`src/rtl/i2c_chcfg_pkg.sv`:
```
package i2c_chcfg_pkg;

   localparam int BYTE_W = 8;
   localparam int KEEP_W = 6;   // stored bits: filter(2), mux(1), bias(3)

   typedef enum logic [1:0] {
      PH_IDLE = 2'd0,
      PH_BYTE = 2'd1,
      PH_ACK  = 2'd2
   } phase_t;

   // byte position inside one transaction
   localparam logic [1:0] POS_ADDR  = 2'd0;
   localparam logic [1:0] POS_SUB   = 2'd1;
   localparam logic [1:0] POS_DATA  = 2'd2;
   localparam logic [1:0] POS_EXTRA = 2'd3;

   localparam logic [2:0] BIAS_OFF  = 3'b000;
   localparam logic [2:0] BIAS_MUTE = 3'b001;
   localparam logic [2:0] BIAS_STC0 = 3'b101;

   typedef struct packed {
      logic [1:0] flt;
      logic       mux_b;
      logic [2:0] bias;
      logic       en;
      logic       mute;
      logic       flt_ok;
   } ch_dec_t;

endpackage

```
`src/rtl/i2c_line_sync.sv`:
```
module i2c_line_sync #(
   parameter int STAGES = 2
)(
   input  logic clk,
   input  logic rst_n,
   input  logic scl_raw,
   input  logic sda_raw,
   output logic scl_rise,
   output logic scl_fall,
   output logic start_det,
   output logic stop_det,
   output logic sda_lvl
);

   generate
      if (STAGES < 2) begin : g_bad_stages
         $error("i2c_line_sync: STAGES must be at least 2");
      end
   endgenerate

   logic [STAGES-1:0] scl_sh;
   logic [STAGES-1:0] sda_sh;
   logic              scl_d;
   logic              sda_d;
   logic              scl_s;

   assign scl_s   = scl_sh[STAGES-1];
   assign sda_lvl = sda_sh[STAGES-1];

   always_ff @(posedge clk or negedge rst_n) begin
      if (!rst_n) begin
         scl_sh <= '1;
         sda_sh <= '1;
         scl_d  <= 1'b1;
         sda_d  <= 1'b1;
      end else begin
         scl_sh <= {scl_sh[STAGES-2:0], scl_raw};
         sda_sh <= {sda_sh[STAGES-2:0], sda_raw};
         scl_d  <= scl_s;
         sda_d  <= sda_lvl;
      end
   end

   assign scl_rise  = scl_s & ~scl_d;
   assign scl_fall  = ~scl_s & scl_d;
   assign start_det = scl_s & scl_d & sda_d & ~sda_lvl;
   assign stop_det  = scl_s & scl_d & ~sda_d & sda_lvl;

endmodule

```
`src/rtl/i2c_wr_engine.sv`:
```
module i2c_wr_engine
   import i2c_chcfg_pkg::*;
#(
   parameter int                 STRAP_W     = 2,
   parameter logic [6-STRAP_W:0] ADDR_PREFIX = 5'b01011,
   parameter int                 NUM_CH      = 3,
   parameter int                 SEL_W       = 2
)(
   input  logic               clk,
   input  logic               rst_n,
   input  logic               scl_rise,
   input  logic               scl_fall,
   input  logic               start_det,
   input  logic               stop_det,
   input  logic               sda_lvl,
   input  logic [STRAP_W-1:0] strap,
   output logic               sda_pull,
   output logic               wr_en,
   output logic [SEL_W-1:0]   wr_sel,
   output logic [KEEP_W-1:0]  wr_word
);

   generate
      if (STRAP_W < 0 || STRAP_W > 6) begin : g_bad_strap
         $error("i2c_wr_engine: STRAP_W out of range");
      end
      if (NUM_CH < 1 || NUM_CH > 254) begin : g_bad_nch
         $error("i2c_wr_engine: NUM_CH out of range");
      end
   endgenerate

   phase_t             phase;
   logic [BYTE_W-1:0]  shreg;
   logic [3:0]         bitcnt;
   logic [1:0]         pos;
   logic               sub_ok;
   logic [SEL_W-1:0]   sel_q;
   logic               addr_hit;
   logic               sub_hit;
   logic               ack_now;
   logic               byte_done;

   always_comb begin
      addr_hit  = (shreg[7:1] == {ADDR_PREFIX, strap}) && !shreg[0];
      sub_hit   = (shreg != '0) && (int'(shreg) <= NUM_CH);
      unique case (pos)
         POS_ADDR: ack_now = addr_hit;
         POS_SUB:  ack_now = sub_hit;
         POS_DATA: ack_now = sub_ok;
         default:  ack_now = 1'b0;
      endcase
      byte_done = (phase == PH_BYTE) && scl_fall && (bitcnt == 4'd8);
   end

   assign wr_en   = byte_done && (pos == POS_DATA) && sub_ok;
   assign wr_sel  = sel_q;
   assign wr_word = {shreg[7:5], shreg[2:0]};

   always_ff @(posedge clk or negedge rst_n) begin
      if (!rst_n) begin
         phase    <= PH_IDLE;
         shreg    <= '0;
         bitcnt   <= '0;
         pos      <= POS_ADDR;
         sub_ok   <= 1'b0;
         sel_q    <= '0;
         sda_pull <= 1'b0;
      end else if (start_det) begin
         phase    <= PH_BYTE;
         bitcnt   <= '0;
         pos      <= POS_ADDR;
         sub_ok   <= 1'b0;
         sda_pull <= 1'b0;
      end else if (stop_det) begin
         phase    <= PH_IDLE;
         sda_pull <= 1'b0;
      end else begin
         unique case (phase)
            PH_BYTE: begin
               if (scl_rise && bitcnt != 4'd8) begin
                  shreg  <= {shreg[BYTE_W-2:0], sda_lvl};
                  bitcnt <= bitcnt + 4'd1;
               end else if (byte_done) begin
                  sda_pull <= ack_now;
                  phase    <= PH_ACK;
                  if (pos == POS_SUB) begin
                     sub_ok <= sub_hit;
                     sel_q  <= SEL_W'(shreg - 8'd1);
                  end
               end
            end
            PH_ACK: begin
               if (scl_fall) begin
                  sda_pull <= 1'b0;
                  bitcnt   <= '0;
                  phase    <= (pos == POS_ADDR && !sda_pull) ? PH_IDLE : PH_BYTE;
                  if (pos != POS_EXTRA) pos <= pos + 2'd1;
               end
            end
            default: ;
         endcase
      end
   end

endmodule

```
`src/rtl/chan_word_decode.sv`:
```
module chan_word_decode
   import i2c_chcfg_pkg::*;
(
   input  logic [KEEP_W-1:0] word,
   output ch_dec_t           dec
);

   always_comb begin
      unique case (word[5:4])
         2'b00:   dec.flt = 2'd0;
         2'b01:   dec.flt = 2'd1;
         default: dec.flt = 2'd2;
      endcase
      dec.mux_b  = word[3];
      dec.bias   = word[2:0];
      dec.en     = (word[2:0] != BIAS_OFF);
      dec.mute   = (word[2:0] == BIAS_MUTE);
      dec.flt_ok = (word[2:0] >= BIAS_STC0);
   end

endmodule

```
`src/rtl/chan_reg_bank.sv`:
```
module chan_reg_bank
   import i2c_chcfg_pkg::*;
#(
   parameter int NUM_CH = 3,
   parameter int SEL_W  = 2
)(
   input  logic                     clk,
   input  logic                     rst_n,
   input  logic                     wr_en,
   input  logic [SEL_W-1:0]         wr_sel,
   input  logic [KEEP_W-1:0]        wr_word,
   output ch_dec_t [NUM_CH-1:0]     dec
);

   generate
      for (genvar ch = 0; ch < NUM_CH; ch++) begin : g_ch
         logic [KEEP_W-1:0] word_q;

         always_ff @(posedge clk or negedge rst_n) begin
            if (!rst_n)                                 word_q <= '0;
            else if (wr_en && wr_sel == SEL_W'(ch))     word_q <= wr_word;
         end

         chan_word_decode u_dec (
            .word (word_q),
            .dec  (dec[ch])
         );
      end
   endgenerate

endmodule

```
`src/rtl/i2c_chan_cfg.sv`:
```
module i2c_chan_cfg
   import i2c_chcfg_pkg::*;
#(
   parameter int                 NUM_CH      = 3,
   parameter int                 STRAP_W     = 2,
   parameter logic [6-STRAP_W:0] ADDR_PREFIX = 5'b01011,
   parameter int                 SYNC_STAGES = 2
)(
   input  logic                  clk,
   input  logic                  rst_n,
   input  logic                  scl_in,
   input  logic                  sda_in,
   input  logic [STRAP_W-1:0]    strap,
   output logic                  sda_pull,
   output logic [2*NUM_CH-1:0]   filt_sel,
   output logic [NUM_CH-1:0]     mux_b,
   output logic [3*NUM_CH-1:0]   bias_mode,
   output logic [NUM_CH-1:0]     ch_en,
   output logic [NUM_CH-1:0]     ch_mute,
   output logic [NUM_CH-1:0]     filt_valid
);

   localparam int SEL_W = (NUM_CH > 1) ? $clog2(NUM_CH) : 1;

   logic                 scl_rise_evt;
   logic                 scl_fall_evt;
   logic                 start_evt;
   logic                 stop_evt;
   logic                 sda_lvl;
   logic                 commit_evt;
   logic [SEL_W-1:0]     wr_sel;
   logic [KEEP_W-1:0]    wr_word;
   ch_dec_t [NUM_CH-1:0] dec;

   i2c_line_sync #(.STAGES(SYNC_STAGES)) u_sync (
      .clk       (clk),
      .rst_n     (rst_n),
      .scl_raw   (scl_in),
      .sda_raw   (sda_in),
      .scl_rise  (scl_rise_evt),
      .scl_fall  (scl_fall_evt),
      .start_det (start_evt),
      .stop_det  (stop_evt),
      .sda_lvl   (sda_lvl)
   );

   i2c_wr_engine #(
      .STRAP_W     (STRAP_W),
      .ADDR_PREFIX (ADDR_PREFIX),
      .NUM_CH      (NUM_CH),
      .SEL_W       (SEL_W)
   ) u_eng (
      .clk       (clk),
      .rst_n     (rst_n),
      .scl_rise  (scl_rise_evt),
      .scl_fall  (scl_fall_evt),
      .start_det (start_evt),
      .stop_det  (stop_evt),
      .sda_lvl   (sda_lvl),
      .strap     (strap),
      .sda_pull  (sda_pull),
      .wr_en     (commit_evt),
      .wr_sel    (wr_sel),
      .wr_word   (wr_word)
   );

   chan_reg_bank #(.NUM_CH(NUM_CH), .SEL_W(SEL_W)) u_bank (
      .clk     (clk),
      .rst_n   (rst_n),
      .wr_en   (commit_evt),
      .wr_sel  (wr_sel),
      .wr_word (wr_word),
      .dec     (dec)
   );

   generate
      for (genvar g = 0; g < NUM_CH; g++) begin : g_out
         assign filt_sel[2*g +: 2]  = dec[g].flt;
         assign mux_b[g]            = dec[g].mux_b;
         assign bias_mode[3*g +: 3] = dec[g].bias;
         assign ch_en[g]            = dec[g].en;
         assign ch_mute[g]          = dec[g].mute;
         assign filt_valid[g]       = dec[g].flt_ok;
      end
   endgenerate

endmodule

```
`config.mk`:
```
export PLATFORM = sky130hd
export DESIGN_NAME = i2c_chan_cfg
export DESIGN_NICKNAME = d
export VERILOG_FILES = /design/src/rtl/i2c_chcfg_pkg.sv /design/src/rtl/i2c_line_sync.sv /design/src/rtl/i2c_wr_engine.sv /design/src/rtl/chan_word_decode.sv /design/src/rtl/chan_reg_bank.sv /design/src/rtl/i2c_chan_cfg.sv
export SDC_FILE = /design/constraint.sdc
export NUM_CORES = 1
export LEC_CHECK = 0
export CORE_UTILIZATION = 47
export CTS_CLUSTER_SIZE = 30
export DETAILED_ROUTE_END_ITERATION = 10
export DONT_BUFFER_PORTS = 1
export PLACE_DENSITY = 0.68
export SLEW_MARGIN = 25
export SYNTH_ARGS = -nofsm -noshare
export SYNTH_HDL_FRONTEND = slang
export SYNTH_SLANG_ARGS = --single-unit
```
`constraint.sdc`:
```
create_clock -name clk -period 1.7 [get_ports clk]
set_input_delay 0.34 -clock clk [delete_from_list [all_inputs] [get_ports clk]]
set_output_delay 0.34 -clock clk [all_outputs]
set_load 0.01 [all_outputs]
```
==> results of run 1 <==
==> state kept, by name, summed over array words and instances, names as in the netlist <==
signal / flops
u_bank.g_ch.word_q: 18
u_eng.bitcnt: 4
u_eng.phase: 2
u_eng.pos: 2
u_eng.sda_pull: 1
u_eng.shreg: 8
u_eng.sub_ok: 1
u_eng.wr_sel: 2
u_sync.scl_d: 1
u_sync.scl_sh: 2
u_sync.sda_d: 1
u_sync.sda_sh: 2
==> cell type report <==
cell class              count  area (um^2)
flip-flops and latches     44         1110
clock buffers               6         82.6
clock inverters             2         15.0
fillers                   364         1740
repair buffers             36          304
multi-input cells         122         1120
inverters                  11         41.3
well taps                  52         65.1
==> placed cells by master, fill, tap and decap left out, types with 6 or more instances in the layout <==
| cell type | count |
|---|---|
| nand3_1 | 7 |
| dfrtp_1 | 38 |
| mux2_2 | 12 |
| dfstp_2 | 6 |
| nor2_1 | 7 |
| clkbuf_8 | 6 |
| o21ai_0 | 7 |
| inv_1 | 7 |
| mux2_4 | 13 |
| buf_4 | 31 |
| nand2_1 | 9 |
==> cells in the mapped netlist (2+ instances only) <==
library cell | count | area (um^2)
or3_1 | 4 | 25.0
dfstp_2 | 6 | 158
nand2_1 | 11 | 41.3
mux2i_1 | 4 | 40.0
nand4_1 | 2 | 12.5
xnor2_1 | 3 | 26.3
ha_1 | 10 | 125
inv_1 | 11 | 41.3
nor2b_1 | 4 | 25.0
o21ai_0 | 7 | 35.0
and2_1 | 2 | 12.5
clkbuf_1 | 3 | 11.3
a21oi_1 | 5 | 25.0
dfrtp_1 | 38 | 951
mux2_2 | 25 | 282
nor3_1 | 4 | 20.0
nand3_1 | 7 | 35.0
nor3b_1 | 4 | 30.0
nand3b_1 | 2 | 15.0
o21a_1 | 3 | 22.5
nor2_1 | 7 | 26.3
buf_4 | 12 | 90.1
==> per-layer routing <==
| metal | part of all wire [%] | GRT usage (%) | wire [um] | up-vias |
|---|---|---|---|---|
| li1 | - | - | - | 716 |
| met2 | 51 | 33.8 | 2340 | 33 |
| met4 | 1.7 | 8.00 | 77 | 0 |
| met5 | 0 | 0 | 0 | - |
| met1 | 44 | 23.9 | 1990 | 779 |
| met3 | 3.5 | 3.13 | 161 | 7 |
==> report_power, final <==
group | switching, uW | internal (uW)
combinational | 780 | 909
clock | 354 | 329
sequential | 200 | 1230
total | 1330 | 2470
==> worst max-delay path: stages (launching register included) <==
cell and delay (ns):
dfrtp_1 0.40, inv_2 0.10, ha_2 0.19, and2_4 0.16
nand4_4 0.13, nor3b_4 0.20, buf_6 0.16, mux2_4 0.30
==> stage by stage <==
step | worst slack (ns) | setup TNS, ns
6_report | -0.0529 | -0.581
5_1_grt | -0.125 | -2.03
4_1_cts | -0.0482 | -0.495
3_5_place_dp | -0.161 | -1.95
3_3_place_gp | -0.0780 | -0.588
2_1_floorplan | -0.0380 | -0.228
==> how the worst min path moves through the flow <==
stage	start	end	slack, ns	depth (start not counted)
final	sda_in	u_sync.sda_sh[0]	0.04	0
after global routing	sda_in	u_sync.sda_sh[0]	0.02	0
after CTS	sda_in	u_sync.sda_sh[0]	0.03	0
after detailed placement	rst_n	u_eng.shreg[2]	0.05	0
after global placement	rst_n	u_eng.shreg[2]	0.05	0
after floorplan	rst_n	u_bank.g_ch[0].word_q[0]	0.04	0
==> kinds of logic (layout without fill, tap and decap cells) <==
family,count (synthesis),in the layout
AOI/OAI and AO/OA,22,22
and+or+nand+nor,58,58
muxes,29,29
adders and majority gates,10,10
buffers and inverters,27,55
DFF,44,44
xor gates and xnor gates,3,3
==> what timing repair did <==
action                     in CTS  in global routing
hold endpoints to repair       44                  0
buffers inserted                4                  6
pin swaps                       4                 11
hold buffers                    2                  0
setup endpoints to repair      23                 23
resized for setup              20                 16
==> impl_results.html, run 1 <==
<table>
<tr><th>Metric</th><th>Value</th></tr>
<tr><th colspan="2">Synth</th></tr>
<tr><td>Count of unique library cells instantiated by Yosys</td><td>41</td></tr>
<tr><td>Post-synthesis xor/xnor area fraction</td><td>1.17%</td></tr>
<tr><td>Count of mapped cells out of synthesis</td><td>193</td></tr>
<tr><td>Share of synthesized area spent on multiplexers</td><td>around 14%</td></tr>
<tr><td>Share of the synthesized area in compound gates (AO/OA/AOI/OAI)</td><td>7.07%</td></tr>
<tr><td>Post-synthesis share of cell area spent on full adders, half adders and majority gates</td><td>5.57%</td></tr>
<tr><td>Synth Net Count</td><td>209</td></tr>
<tr><td>Largest family of logic cells by synthesized area</td><td>simple AND/OR/NAND/NOR gates</td></tr>
<tr><td>Mean cell area of the mapped netlist</td><td>11.6 um^2</td></tr>
<tr><td>Synthesized flop and latch total</td><td>44</td></tr>
<tr><td>Synth Flop Type</td><td>dfrtp_1</td></tr>
<tr><td>Sequential fraction of the synthesis area</td><td>49.3%</td></tr>
<tr><td>Simple logic cell fraction of the synthesized area</td><td>approximately 16%</td></tr>
<tr><td>Share of flip-flops with an asynchronous set or reset</td><td>between 90% and 100%</td></tr>
<tr><td>YS warnings</td><td>0</td></tr>
<tr><td>Cell area after synthesis</td><td>2250 um^2</td></tr>
<tr><td>Post-synth EDFFs</td><td>0</td></tr>
<tr><th colspan="2">Timing</th></tr>
<tr><td>Worst Setup Slack, final</td><td>-0.0529 ns</td></tr>
<tr><td>Worst slew margin</td><td>~73%</td></tr>
<tr><td>Final worst hold slack</td><td>0.0355 ns</td></tr>
<tr><td>Maximum operating frequency</td><td>between 0.5 and 0.6 GHz</td></tr>
<tr><td>Fin crit period</td><td>1.75 ns</td></tr>
<tr><td>Number of hold-slack violations in the final timing report</td><td>0</td></tr>
<tr><td>Clock tree skew after final layout</td><td>0.00791 ns</td></tr>
<tr><td>Final Setup Violations</td><td>14</td></tr>
<tr><td>Final Slew Violations</td><td>0</td></tr>
<tr><td>Transition at the pin with the smallest max-transition slack</td><td>0.394 ns</td></tr>
<tr><td>Share of the clock period used by the worst path</td><td>103%</td></tr>
<tr><td>Unrepaired setup endpoints after global routing</td><td>yes</td></tr>
<tr><th colspan="2">Route</th></tr>
<tr><td>Iteration-0 DRC Markers</td><td>72</td></tr>
<tr><td>Antenna-violating nets left</td><td>0</td></tr>
<tr><td>DR vias</td><td>1535</td></tr>
<tr><td>Drt drc</td><td>4</td></tr>
<tr><td>Mean number of vias per cell</td><td>5.62</td></tr>
<tr><td>Average wire per standard cell</td><td>16.7 um</td></tr>
<tr><td>DRT Pass-1 Iters</td><td>8</td></tr>
<tr><td>Drt total wl</td><td>roughly 4.6 mm</td></tr>
<tr><th colspan="2">Clock network</th></tr>
<tr><td>Maximum clock insertion buffer count</td><td>2</td></tr>
<tr><td>Total CTS buffers</td><td>5</td></tr>
<tr><td>Clock network latency to the later pin of the worst-skew pair</td><td>around 0.30 ns</td></tr>
<tr><td>Clock Sink Count</td><td>44</td></tr>
<tr><td>Clock tree from TritonCTS</td><td>yes</td></tr>
<tr><td>Clock input transition at the sequential cells of the worst setup and hold paths</td><td>0.08 ns</td></tr>
<tr><td>CTS H-tree lvls</td><td>2</td></tr>
<tr><td>Cell chosen for the clock root</td><td>clkbuf_8</td></tr>
<tr><th colspan="2">Setup path</th></tr>
<tr><td>Crit. End Element</td><td>flip-flop</td></tr>
<tr><td>Maximum fanout encountered on the critical timing path</td><td>6</td></tr>
<tr><td>Start point of the critical path</td><td>u_eng.pos[0]</td></tr>
<tr><td>Critical Path Sink</td><td>u_bank.g_ch[1].word_q[2]</td></tr>
<tr><td>R2R Path Start</td><td>u_eng.pos[0]</td></tr>
<tr><td>Crit start category</td><td>flip-flop</td></tr>
<tr><td>Worst r2r dst</td><td>u_bank.g_ch[1].word_q[2]</td></tr>
<tr><td>Worst setup slack for register-to-register paths</td><td>-0.05 ns</td></tr>
<tr><td>Setup CP Type</td><td>flip-flop to flip-flop</td></tr>
<tr><td>Required time of the critical path</td><td>1.89 ns</td></tr>
<tr><td>Register-to-Register Path Depth</td><td>7</td></tr>
<tr><td>Data arrival time of the critical path</td><td>1.94 ns</td></tr>
<tr><th colspan="2">Layout</th></tr>
<tr><td>Final standard cell area without fillers</td><td>2740 um^2</td></tr>
<tr><td>Final nets</td><td>roughly 240</td></tr>
<tr><td>Post-Layout Cell Count</td><td>273</td></tr>
<tr><td>Utilization after layout</td><td>61.2%</td></tr>
<tr><td>Proportion of layout cells with a drive suffix above 1</td><td>45.2%</td></tr>
<tr><td>Antenna cells</td><td>0</td></tr>
<tr><td>Area overhead of the layout relative to synthesis</td><td>21.8%</td></tr>
<tr><th colspan="2">Global route</th></tr>
<tr><td>Maximum number of pins on one net before global-route repair</td><td>45</td></tr>
<tr><td>Global-route wire length before repair</td><td>7.40 mm</td></tr>
<tr><td>Number of antenna violations at the first check in global routing</td><td>0</td></tr>
<tr><td>Number of global-route vias before repair</td><td>1553</td></tr>
<tr><td>GRT Resource Usage Total</td><td>between 10% and 20%</td></tr>
<tr><td>GRT overflow</td><td>0</td></tr>
<tr><th colspan="2">Placed design</th></tr>
<tr><td>Dpl cells</td><td>253</td></tr>
<tr><td>Weighted congestion at the end of routability-driven global placement</td><td>0.883</td></tr>
<tr><td>Dpl hpwl</td><td>3.04 mm</td></tr>
<tr><td>Post-place instance area</td><td>2390 um^2</td></tr>
<tr><td>Count of input and output buffers</td><td>0</td></tr>
<tr><th colspan="2">Floorplanning</th></tr>
<tr><td>Die height</td><td>71.1 um</td></tr>
<tr><td>I/O pin total</td><td>34</td></tr>
<tr><td>Core Area</td><td>4470 um^2</td></tr>
<tr><td>Die area</td><td>5060 um^2</td></tr>
<tr><td>Initial Util</td><td>between 50 and 60%</td></tr>
<tr><td>Floorplan row count</td><td>24</td></tr>
<tr><td>Die extent in x</td><td>between 70 and 80 um</td></tr>
<tr><th colspan="2">Run status</th></tr>
<tr><td>Outcome</td><td>complete, but fails checks</td></tr>
<tr><td>Failing checks</td><td>DRC, setup timing</td></tr>
<tr><th colspan="2">Pwr</th></tr>
<tr><td>Lkg Pwr</td><td>around 0.0013 uW</td></tr>
<tr><td>Power per unit of standard cell area</td><td>approximately 1400 nW/um^2</td></tr>
<tr><td>Total power after layout</td><td>3800 uW</td></tr>
<tr><td>VDD IR-drop max</td><td>between 0.0006 and 0.0007 V</td></tr>
<tr><th colspan="2">Flow run</th></tr>
<tr><td>Number of violations of the max-capacitance limit</td><td>0</td></tr>
<tr><th colspan="2">Worst hold path</th></tr>
<tr><td>Type of the most critical hold path</td><td>primary input to flip-flop</td></tr>
</table>
Note: power is estimated with default switching activity, not from simulation.
==> run 2: changes to the inputs <==
PLACE_DENSITY = 0.63   (was 0.68)
==> impl_results.html, run 2 (synthesis results as in run 1) <==
<table>
<tr><th>Metric</th><th>Value</th></tr>
<tr><th colspan="2">Run status</th></tr>
<tr><td>Outcome</td><td>complete, but fails checks (unchanged)</td></tr>
<tr><td>Failing checks</td><td>DRC, setup timing (unchanged)</td></tr>
<tr><th colspan="2">Global route</th></tr>
<tr><td>GRT Resource Usage Total</td><td>19.6% (was 19.4%)</td></tr>
<tr><td>Maximum number of pins on one net before global-route repair</td><td>45 (unchanged)</td></tr>
<tr><td>Number of global-route vias before repair</td><td>1624 (was 1553)</td></tr>
<tr><td>Layer with the highest usage after global routing</td><td>met2 (unchanged)</td></tr>
<tr><td>Number of antenna violations at the first check in global routing</td><td>0 (unchanged)</td></tr>
<tr><td>Met1 Usage GRT</td><td>24.5% (was 23.9%)</td></tr>
<tr><td>Global-route wire length before repair</td><td>7.58 mm (was 7.40 mm)</td></tr>
<tr><td>GRT overflow</td><td>0 (unchanged)</td></tr>
<tr><td>Met2 usage</td><td>33.4% (was 33.8%)</td></tr>
<tr><td>Met3 GRT Util</td><td>3.99% (was 3.13%)</td></tr>
<tr><th colspan="2">Floorplanning</th></tr>
<tr><td>Floorplan row count</td><td>24 (unchanged)</td></tr>
<tr><td>Die area</td><td>5060 um^2 (unchanged)</td></tr>
<tr><td>I/O pin total</td><td>34 (unchanged)</td></tr>
<tr><td>Initial Util</td><td>50.2% (unchanged)</td></tr>
<tr><td>Die extent in x</td><td>71.1 um (unchanged)</td></tr>
<tr><td>Die height</td><td>71.1 um (unchanged)</td></tr>
<tr><td>Core Area</td><td>4470 um^2 (unchanged)</td></tr>
<tr><th colspan="2">Setup path</th></tr>
<tr><td>Data arrival time of the critical path</td><td>1.95 ns (was 1.94 ns)</td></tr>
<tr><td>Crit start category</td><td>flip-flop (unchanged)</td></tr>
<tr><td>Crit. End Element</td><td>flip-flop (unchanged)</td></tr>
<tr><td>Required time of the critical path</td><td>1.88 ns (was 1.89 ns)</td></tr>
<tr><td>Maximum fanout encountered on the critical timing path</td><td>4 (was 6)</td></tr>
<tr><td>Setup CP Type</td><td>flip-flop to flip-flop (unchanged)</td></tr>
<tr><td>Worst setup slack for register-to-register paths</td><td>-0.06 ns (was -0.05 ns)</td></tr>
<tr><th colspan="2">Timing</th></tr>
<tr><td>Share of the clock period used by the worst path</td><td>104% (was 103%)</td></tr>
<tr><td>Clock tree skew after final layout</td><td>0.0101 ns (was 0.00791 ns)</td></tr>
<tr><td>Unrepaired setup endpoints after global routing</td><td>yes (unchanged)</td></tr>
<tr><td>Maximum operating frequency</td><td>0.567 GHz (was 0.570 GHz)</td></tr>
<tr><td>Number of hold-slack violations in the final timing report</td><td>0 (unchanged)</td></tr>
<tr><td>Worst slew margin</td><td>73.6% (was 73.5%)</td></tr>
<tr><td>Final Setup Violations</td><td>12 (was 14)</td></tr>
<tr><td>Transition at the pin with the smallest max-transition slack</td><td>0.395 ns (was 0.394 ns)</td></tr>
<tr><td>Fin crit period</td><td>1.76 ns (was 1.75 ns)</td></tr>
<tr><td>Final Slew Violations</td><td>0 (unchanged)</td></tr>
<tr><td>Total negative slack</td><td>-0.450 ns (was -0.581 ns)</td></tr>
<tr><td>Final worst hold slack</td><td>0.0386 ns (was 0.0355 ns)</td></tr>
<tr><td>Worst Setup Slack, final</td><td>-0.0629 ns (was -0.0529 ns)</td></tr>
<tr><th colspan="2">Pwr</th></tr>
<tr><td>Power per unit of standard cell area</td><td>1410 nW/um^2 (was 1390 nW/um^2)</td></tr>
<tr><td>VDD IR-drop max</td><td>0.000735 V (was 0.000693 V)</td></tr>
<tr><td>Lkg Pwr</td><td>0.00132 uW (was 0.00129 uW)</td></tr>
<tr><th colspan="2">Layout</th></tr>
<tr><td>Regs by FF count</td><td>u_bank.g_ch.word_q x18, u_eng.shreg x8, u_eng.bitcnt x4 (unchanged)</td></tr>
<tr><td>Final nets</td><td>243 (was 236)</td></tr>
<tr><td>Post-Layout Cell Count</td><td>280 (was 273)</td></tr>
<tr><td>Most common cell after layout, fill and taps aside</td><td>dfrtp_1 (unchanged)</td></tr>
<tr><td>Most used cells in the layout excluding fill and tap cells</td><td>dfrtp_1 (38), buf_4 (37), mux2_2 (13), mux2_4 (12), nand2_1 (9) (was dfrtp_1 (38), buf_4 (31), mux2_4 (13), mux2_2 (12), nand2_1 (9))</td></tr>
<tr><td>Largest register FFs</td><td>18 (unchanged)</td></tr>
<tr><td>Antenna cells</td><td>0 (unchanged)</td></tr>
<tr><td>Utilization after layout</td><td>62.2% (was 61.2%)</td></tr>
<tr><td>Largest Register</td><td>u_bank.g_ch.word_q (unchanged)</td></tr>
<tr><td>Area overhead of the layout relative to synthesis</td><td>23.8% (was 21.8%)</td></tr>
<tr><td>Proportion of layout cells with a drive suffix above 1</td><td>45.2% (about the same)</td></tr>
<tr><th colspan="2">Flow run</th></tr>
<tr><td>Number of violations of the max-capacitance limit</td><td>0 (unchanged)</td></tr>
<tr><th colspan="2">Clock network</th></tr>
<tr><td>Clock Sink Count</td><td>44 (unchanged)</td></tr>
<tr><td>Maximum clock insertion buffer count</td><td>2 (unchanged)</td></tr>
<tr><td>Cell chosen for the clock root</td><td>clkbuf_8 (unchanged)</td></tr>
<tr><td>Clock input transition at the sequential cells of the worst setup and hold paths</td><td>0.08 ns (about the same)</td></tr>
<tr><td>Total CTS buffers</td><td>5 (unchanged)</td></tr>
<tr><td>CTS H-tree lvls</td><td>2 (unchanged)</td></tr>
<tr><td>Clock network latency to the later pin of the worst-skew pair</td><td>0.30 ns (about the same)</td></tr>
<tr><td>Clock tree from TritonCTS</td><td>yes (unchanged)</td></tr>
<tr><th colspan="2">Placed design</th></tr>
<tr><td>Weighted congestion at the end of routability-driven global placement</td><td>0.858 (was 0.883)</td></tr>
<tr><td>Dpl hpwl</td><td>3.11 mm (was 3.04 mm)</td></tr>
<tr><td>Count of input and output buffers</td><td>0 (unchanged)</td></tr>
<tr><td>Dpl cells</td><td>255 (was 253)</td></tr>
<tr><th colspan="2">Route</th></tr>
<tr><td>DR vias</td><td>1527 (was 1535)</td></tr>
<tr><td>Iteration-0 DRC Markers</td><td>60 (was 72)</td></tr>
<tr><td>Average wire per standard cell</td><td>15.9 um (was 16.7 um)</td></tr>
<tr><td>Antenna-violating nets left</td><td>0 (unchanged)</td></tr>
<tr><td>Mean number of vias per cell</td><td>5.45 (was 5.62)</td></tr>
<tr><td>Drt total wl</td><td>4.46 mm (was 4.57 mm)</td></tr>
<tr><td>Drt drc</td><td>3 (was 4)</td></tr>
<tr><td>DRT Pass-1 Iters</td><td>7 (was 8)</td></tr>
<tr><th colspan="2">Worst hold path</th></tr>
<tr><td>Type of the most critical hold path</td><td>primary input to flip-flop (unchanged)</td></tr>
</table>
run 2: critical path, stage by stage, from the launching register on:
cell and delay, ns:
dfrtp_1 0.41, inv_2 0.09, ha_4 0.12, and3b_2 0.22, nand4_4 0.14, nor3b_4 0.22
buf_6 0.15, mux2_4 0.29
run 2: cell type report:
class                      count  area [um^2]
clock buffer                   5         68.8
clock inverter                 3         42.5
fill                         356         1690
inverter                      11         41.3
multi-input combinational    122         1090
sequential                    44         1110
tap                           52         65.1
timing repair buffer          43          362
run 2: metrics by stage:
step                      setup WS (ns)  power, uW  instance area, um^2
after CTS                       -0.0639       3920                 2770
final                           -0.0629       3930                 2780
after global routing             -0.138       4200                 2780
after global placement           -0.103       2760                 2400
after detailed placement         -0.151       2820                 2400
after floorplan                 -0.0380       2230                 2250
run 2: where the power goes:
part / internal, uW / switching [uW]
clock network: 434 / 349
logic: 952 / 802
registers: 1230 / 167
run 2: what timing repair did:
action / CTS / global route
setup endpoints to repair: 24 / 23
hold buffers: 2 / 0
setup buffers: 16 / 0
pin swaps: 9 / 9
gates resized for setup: 24 / 6
hold endpoints to repair: 44 / 0
run 2: per-layer routing:
metal | vias up | part of all wire [%]
met2 | 27 | 50
met1 | 762 | 45
met4 | 0 | 1.5
li1 | 731 | -
met3 | 7 | 3.7
met5 | - | 0
run 2: path summary, 6_finish.rpt:
kind / from / end / cells past startpoint
min in group asynchronous: rst_n / u_bank.g_ch[2].word_q[0] / 2
max in group asynchronous: rst_n / u_sync.sda_d / 2
min reg2reg: u_sync.scl_sh[0] / u_sync.scl_sh[1] / 0
max reg2reg: u_eng.bitcnt[1] / u_bank.g_ch[1].word_q[5] / 7
min: sda_in / u_sync.sda_sh[0] / 0
max: u_eng.bitcnt[1] / u_bank.g_ch[1].word_q[5] / 7
==> run 3: changes to the inputs <==
CORE_ASPECT_RATIO = 0.5   (was default)
MAX_ROUTING_LAYER = met4   (was default)
==> impl_results.html, run 3 (synthesis results as in run 1) <==
<table>
<tr><th>Metric</th><th>Value</th></tr>
<tr><th colspan="2">Route</th></tr>
<tr><td>Metal2 WL</td><td>2.08 mm (was 2.22 mm)</td></tr>
<tr><td>Total met3 wirelength after detailed routing</td><td>184 um (was 167 um)</td></tr>
<tr><td>DR vias</td><td>1499 (was 1527)</td></tr>
<tr><td>DRT Pass-1 Iters</td><td>4 (was 7)</td></tr>
<tr><td>Drt drc</td><td>0 (was 3)</td></tr>
<tr><td>Mean number of vias per cell</td><td>5.17 (was 5.45)</td></tr>
<tr><td>Iteration-0 DRC Markers</td><td>24 (was 60)</td></tr>
<tr><td>Average wire per standard cell</td><td>15.7 um (was 15.9 um)</td></tr>
<tr><td>Metal-1 WL</td><td>2.22 mm (was 2.01 mm)</td></tr>
<tr><td>Drt total wl</td><td>4.54 mm (was 4.46 mm)</td></tr>
<tr><td>Antenna-violating nets left</td><td>0 (unchanged)</td></tr>
<tr><td>Top routing layer in use</td><td>met4 (unchanged)</td></tr>
<tr><th colspan="2">Timing</th></tr>
<tr><td>Total negative slack</td><td>-1.27 ns (was -0.450 ns)</td></tr>
<tr><td>Maximum operating frequency</td><td>0.551 GHz (was 0.567 GHz)</td></tr>
<tr><td>Fin crit period</td><td>1.81 ns (was 1.76 ns)</td></tr>
<tr><td>Worst Setup Slack, final</td><td>-0.115 ns (was -0.0629 ns)</td></tr>
<tr><td>Final Setup Violations</td><td>21 (was 12)</td></tr>
<tr><td>Unrepaired setup endpoints after global routing</td><td>yes (unchanged)</td></tr>
<tr><td>Final Slew Violations</td><td>0 (unchanged)</td></tr>
<tr><td>Clock tree skew after final layout</td><td>0.0109 ns (was 0.0101 ns)</td></tr>
<tr><td>Share of the clock period used by the worst path</td><td>107% (was 104%)</td></tr>
<tr><td>Number of hold-slack violations in the final timing report</td><td>0 (unchanged)</td></tr>
<tr><td>Transition at the pin with the smallest max-transition slack</td><td>0.390 ns (was 0.395 ns)</td></tr>
<tr><td>Worst slew margin</td><td>74.0% (was 73.6%)</td></tr>
<tr><th colspan="2">Layout</th></tr>
<tr><td>Post-Layout Cell Count</td><td>290 (was 280)</td></tr>
<tr><td>Largest Register</td><td>u_bank.g_ch.word_q (unchanged)</td></tr>
<tr><td>Antenna cells</td><td>0 (unchanged)</td></tr>
<tr><td>Proportion of layout cells with a drive suffix above 1</td><td>42.9% (was 45.2%)</td></tr>
<tr><td>Area overhead of the layout relative to synthesis</td><td>22.9% (was 23.8%)</td></tr>
<tr><td>Most common cell after layout, fill and taps aside</td><td>dfrtp_1 (unchanged)</td></tr>
<tr><td>Regs by FF count</td><td>u_bank.g_ch.word_q x18, u_eng.shreg x8, u_eng.bitcnt x4 (unchanged)</td></tr>
<tr><td>Final nets</td><td>240 (was 243)</td></tr>
<tr><td>Most used cells in the layout excluding fill and tap cells</td><td>dfrtp_1 (38), buf_4 (34), mux2_4 (13), mux2_2 (12) (was dfrtp_1 (38), buf_4 (37), mux2_2 (13), mux2_4 (12), nand2_1 (9))</td></tr>
<tr><td>Largest register FFs</td><td>18 (unchanged)</td></tr>
<tr><th colspan="2">Global route</th></tr>
<tr><td>Number of antenna violations at the first check in global routing</td><td>0 (unchanged)</td></tr>
<tr><td>GRT overflow</td><td>0 (unchanged)</td></tr>
<tr><td>Maximum number of pins on one net before global-route repair</td><td>45 (unchanged)</td></tr>
<tr><td>GRT Resource Usage Total</td><td>20.4% (was 19.6%)</td></tr>
<tr><td>Global-route wire length before repair</td><td>7.46 mm (was 7.58 mm)</td></tr>
<tr><td>Number of global-route vias before repair</td><td>1502 (was 1624)</td></tr>
<tr><th colspan="2">Run status</th></tr>
<tr><td>Outcome</td><td>complete, but fails checks (unchanged)</td></tr>
<tr><td>Failing checks</td><td>setup timing (was DRC, setup timing)</td></tr>
<tr><th colspan="2">Clock network</th></tr>
<tr><td>Clock Sink Count</td><td>44 (unchanged)</td></tr>
<tr><td>Maximum clock insertion buffer count</td><td>2 (unchanged)</td></tr>
<tr><td>Clock input transition at the sequential cells of the worst setup and hold paths</td><td>0.09 ns (was 0.08 ns)</td></tr>
<tr><td>Clock network latency to the later pin of the worst-skew pair</td><td>0.30 ns (about the same)</td></tr>
<tr><td>CTS H-tree lvls</td><td>2 (unchanged)</td></tr>
<tr><td>Clock tree from TritonCTS</td><td>yes (unchanged)</td></tr>
<tr><td>Cell chosen for the clock root</td><td>clkbuf_8 (unchanged)</td></tr>
<tr><td>Total CTS buffers</td><td>5 (unchanged)</td></tr>
<tr><th colspan="2">Placed design</th></tr>
<tr><td>Dpl hpwl</td><td>2.96 mm (was 3.11 mm)</td></tr>
<tr><td>Dpl cells</td><td>271 (was 255)</td></tr>
<tr><td>Weighted congestion at the end of routability-driven global placement</td><td>0.760 (was 0.858)</td></tr>
<tr><td>Count of input and output buffers</td><td>0 (unchanged)</td></tr>
<tr><th colspan="2">Pwr</th></tr>
<tr><td>Lkg Pwr</td><td>0.00132 uW (about the same)</td></tr>
<tr><td>VDD IR-drop max</td><td>0.000514 V (was 0.000735 V)</td></tr>
<tr><td>Power per unit of standard cell area</td><td>1370 nW/um^2 (was 1410 nW/um^2)</td></tr>
<tr><th colspan="2">Floorplanning</th></tr>
<tr><td>Initial Util</td><td>50.1% (was 50.2%)</td></tr>
<tr><td>Die height</td><td>50.9 um (was 71.1 um)</td></tr>
<tr><td>Floorplan row count</td><td>17 (was 24)</td></tr>
<tr><td>Die area</td><td>5080 um^2 (was 5060 um^2)</td></tr>
<tr><td>Die extent in x</td><td>99.8 um (was 71.1 um)</td></tr>
<tr><td>Core Area</td><td>4490 um^2 (was 4470 um^2)</td></tr>
<tr><td>I/O pin total</td><td>34 (unchanged)</td></tr>
<tr><th colspan="2">Setup path</th></tr>
<tr><td>Data arrival time of the critical path</td><td>2.02 ns (was 1.95 ns)</td></tr>
<tr><td>Crit start category</td><td>flip-flop (unchanged)</td></tr>
<tr><td>CP max stage cell</td><td>dfrtp_1 (unchanged)</td></tr>
<tr><td>Maximum fanout encountered on the critical timing path</td><td>5 (was 4)</td></tr>
<tr><td>Maximum single-stage delay on the critical path</td><td>0.39 ns (was 0.41 ns)</td></tr>
<tr><td>Register-to-Register Path Depth</td><td>9 (was 7)</td></tr>
<tr><td>Required time of the critical path</td><td>1.91 ns (was 1.88 ns)</td></tr>
<tr><td>Crit. End Element</td><td>flip-flop (unchanged)</td></tr>
<tr><td>Most common cell type on the critical path</td><td>buf_4</td></tr>
<tr><td>Cell Chain, Critical Path</td><td>inv_2, ha_4, buf_4, nand3b_1, nand2_2, a211oi_4, buf_4, nand4_1, o31ai_2 (was inv_2, ha_4, and3b_2, nand4_4, nor3b_4, buf_6, mux2_4)</td></tr>
<tr><td>Setup CP Type</td><td>flip-flop to flip-flop (unchanged)</td></tr>
<tr><th colspan="2">Worst hold path</th></tr>
<tr><td>Type of the most critical hold path</td><td>primary input to flip-flop (unchanged)</td></tr>
<tr><td>Worst hold path depth</td><td>0 (unchanged)</td></tr>
<tr><th colspan="2">Flow run</th></tr>
<tr><td>Number of violations of the max-capacitance limit</td><td>0 (unchanged)</td></tr>
</table>
[run 3: critical path, delay by kind of cell (launching register included)]
family	cells	cell delay (ns)
DFF	1	0.39
adders and majority gates	1	0.15
buffers and inverters	3	0.37
and+or+nand+nor	3	0.35
AOI/OAI and AO/OA	2	0.45
[run 3: metrics by stage]
step | hold slack, ns | util, % | worst slack [ns] | total power [uW] | instance area, um^2
finish | 0.0320 | 61.5 | -0.115 | 3780 | 2760
global route | 0.0170 | 61.5 | -0.203 | 4020 | 2760
CTS | 0.0274 | 60.6 | -0.0850 | 3710 | 2720
detailed placement | 0.0451 | 54.5 | -0.158 | 2850 | 2450
global placement | 0.0452 | 54.5 | -0.124 | 2820 | 2450
floorplan | 0.0444 | - | -0.0380 | 2230 | 2250
[run 3: worst paths after layout]
| kind | from | endpoint | slack, ns |
|---|---|---|---|
| setup reg to reg | u_eng.bitcnt[0] | u_eng.bitcnt[0] | -0.11 |
| min in group asynchronous | rst_n | u_eng.pos[1] | 0.55 |
| hold / removal | scl_in | u_sync.scl_sh[0] | 0.03 |
| max in group asynchronous | rst_n | u_sync.sda_d | 0.89 |
| setup / recovery | u_eng.bitcnt[0] | u_eng.bitcnt[0] | -0.11 |
| hold reg to reg | u_sync.scl_sh[0] | u_sync.scl_sh[1] | 0.36 |
[run 3: where the power goes]
| part | internal, uW | leakage, uW | total, uW | switching (uW) |
|---|---|---|---|---|
| Clock | 279 | 0.0000400 | 658 | 378 |
| Combinational | 936 | 0.000705 | 1710 | 779 |
| Sequential | 1230 | 0.000575 | 1410 | 185 |
| Total | 2440 | 0.00132 | 3780 | 1340 |
[run 3: routing by layer]
metal  track usage, %  vias to the layer above
met5                -                        -
met4             6.62                        0
met3             5.06                        6
met2             32.4                       36
met1             26.2                      738
li1                 -                      719
[run 3: layout make-up]
type,count,area (um^2)
Clock buffer,5,68.8
Clock inverter,2,12.5
Fill cell,364,1730
Inverter,11,41.3
Multi-Input combinational cell,122,1090
Sequential cell,44,1110
Tap cell,66,82.6
Timing Repair Buffer,40,355
[run 3: what timing repair did]
item                       4_1_cts  5_1_grt
setup buffers                    7        3
hold buffers                     2        0
resized for setup               24        5
hold endpoints to repair        44        0
setup endpoints to repair       21       33
pin swaps                        5        2
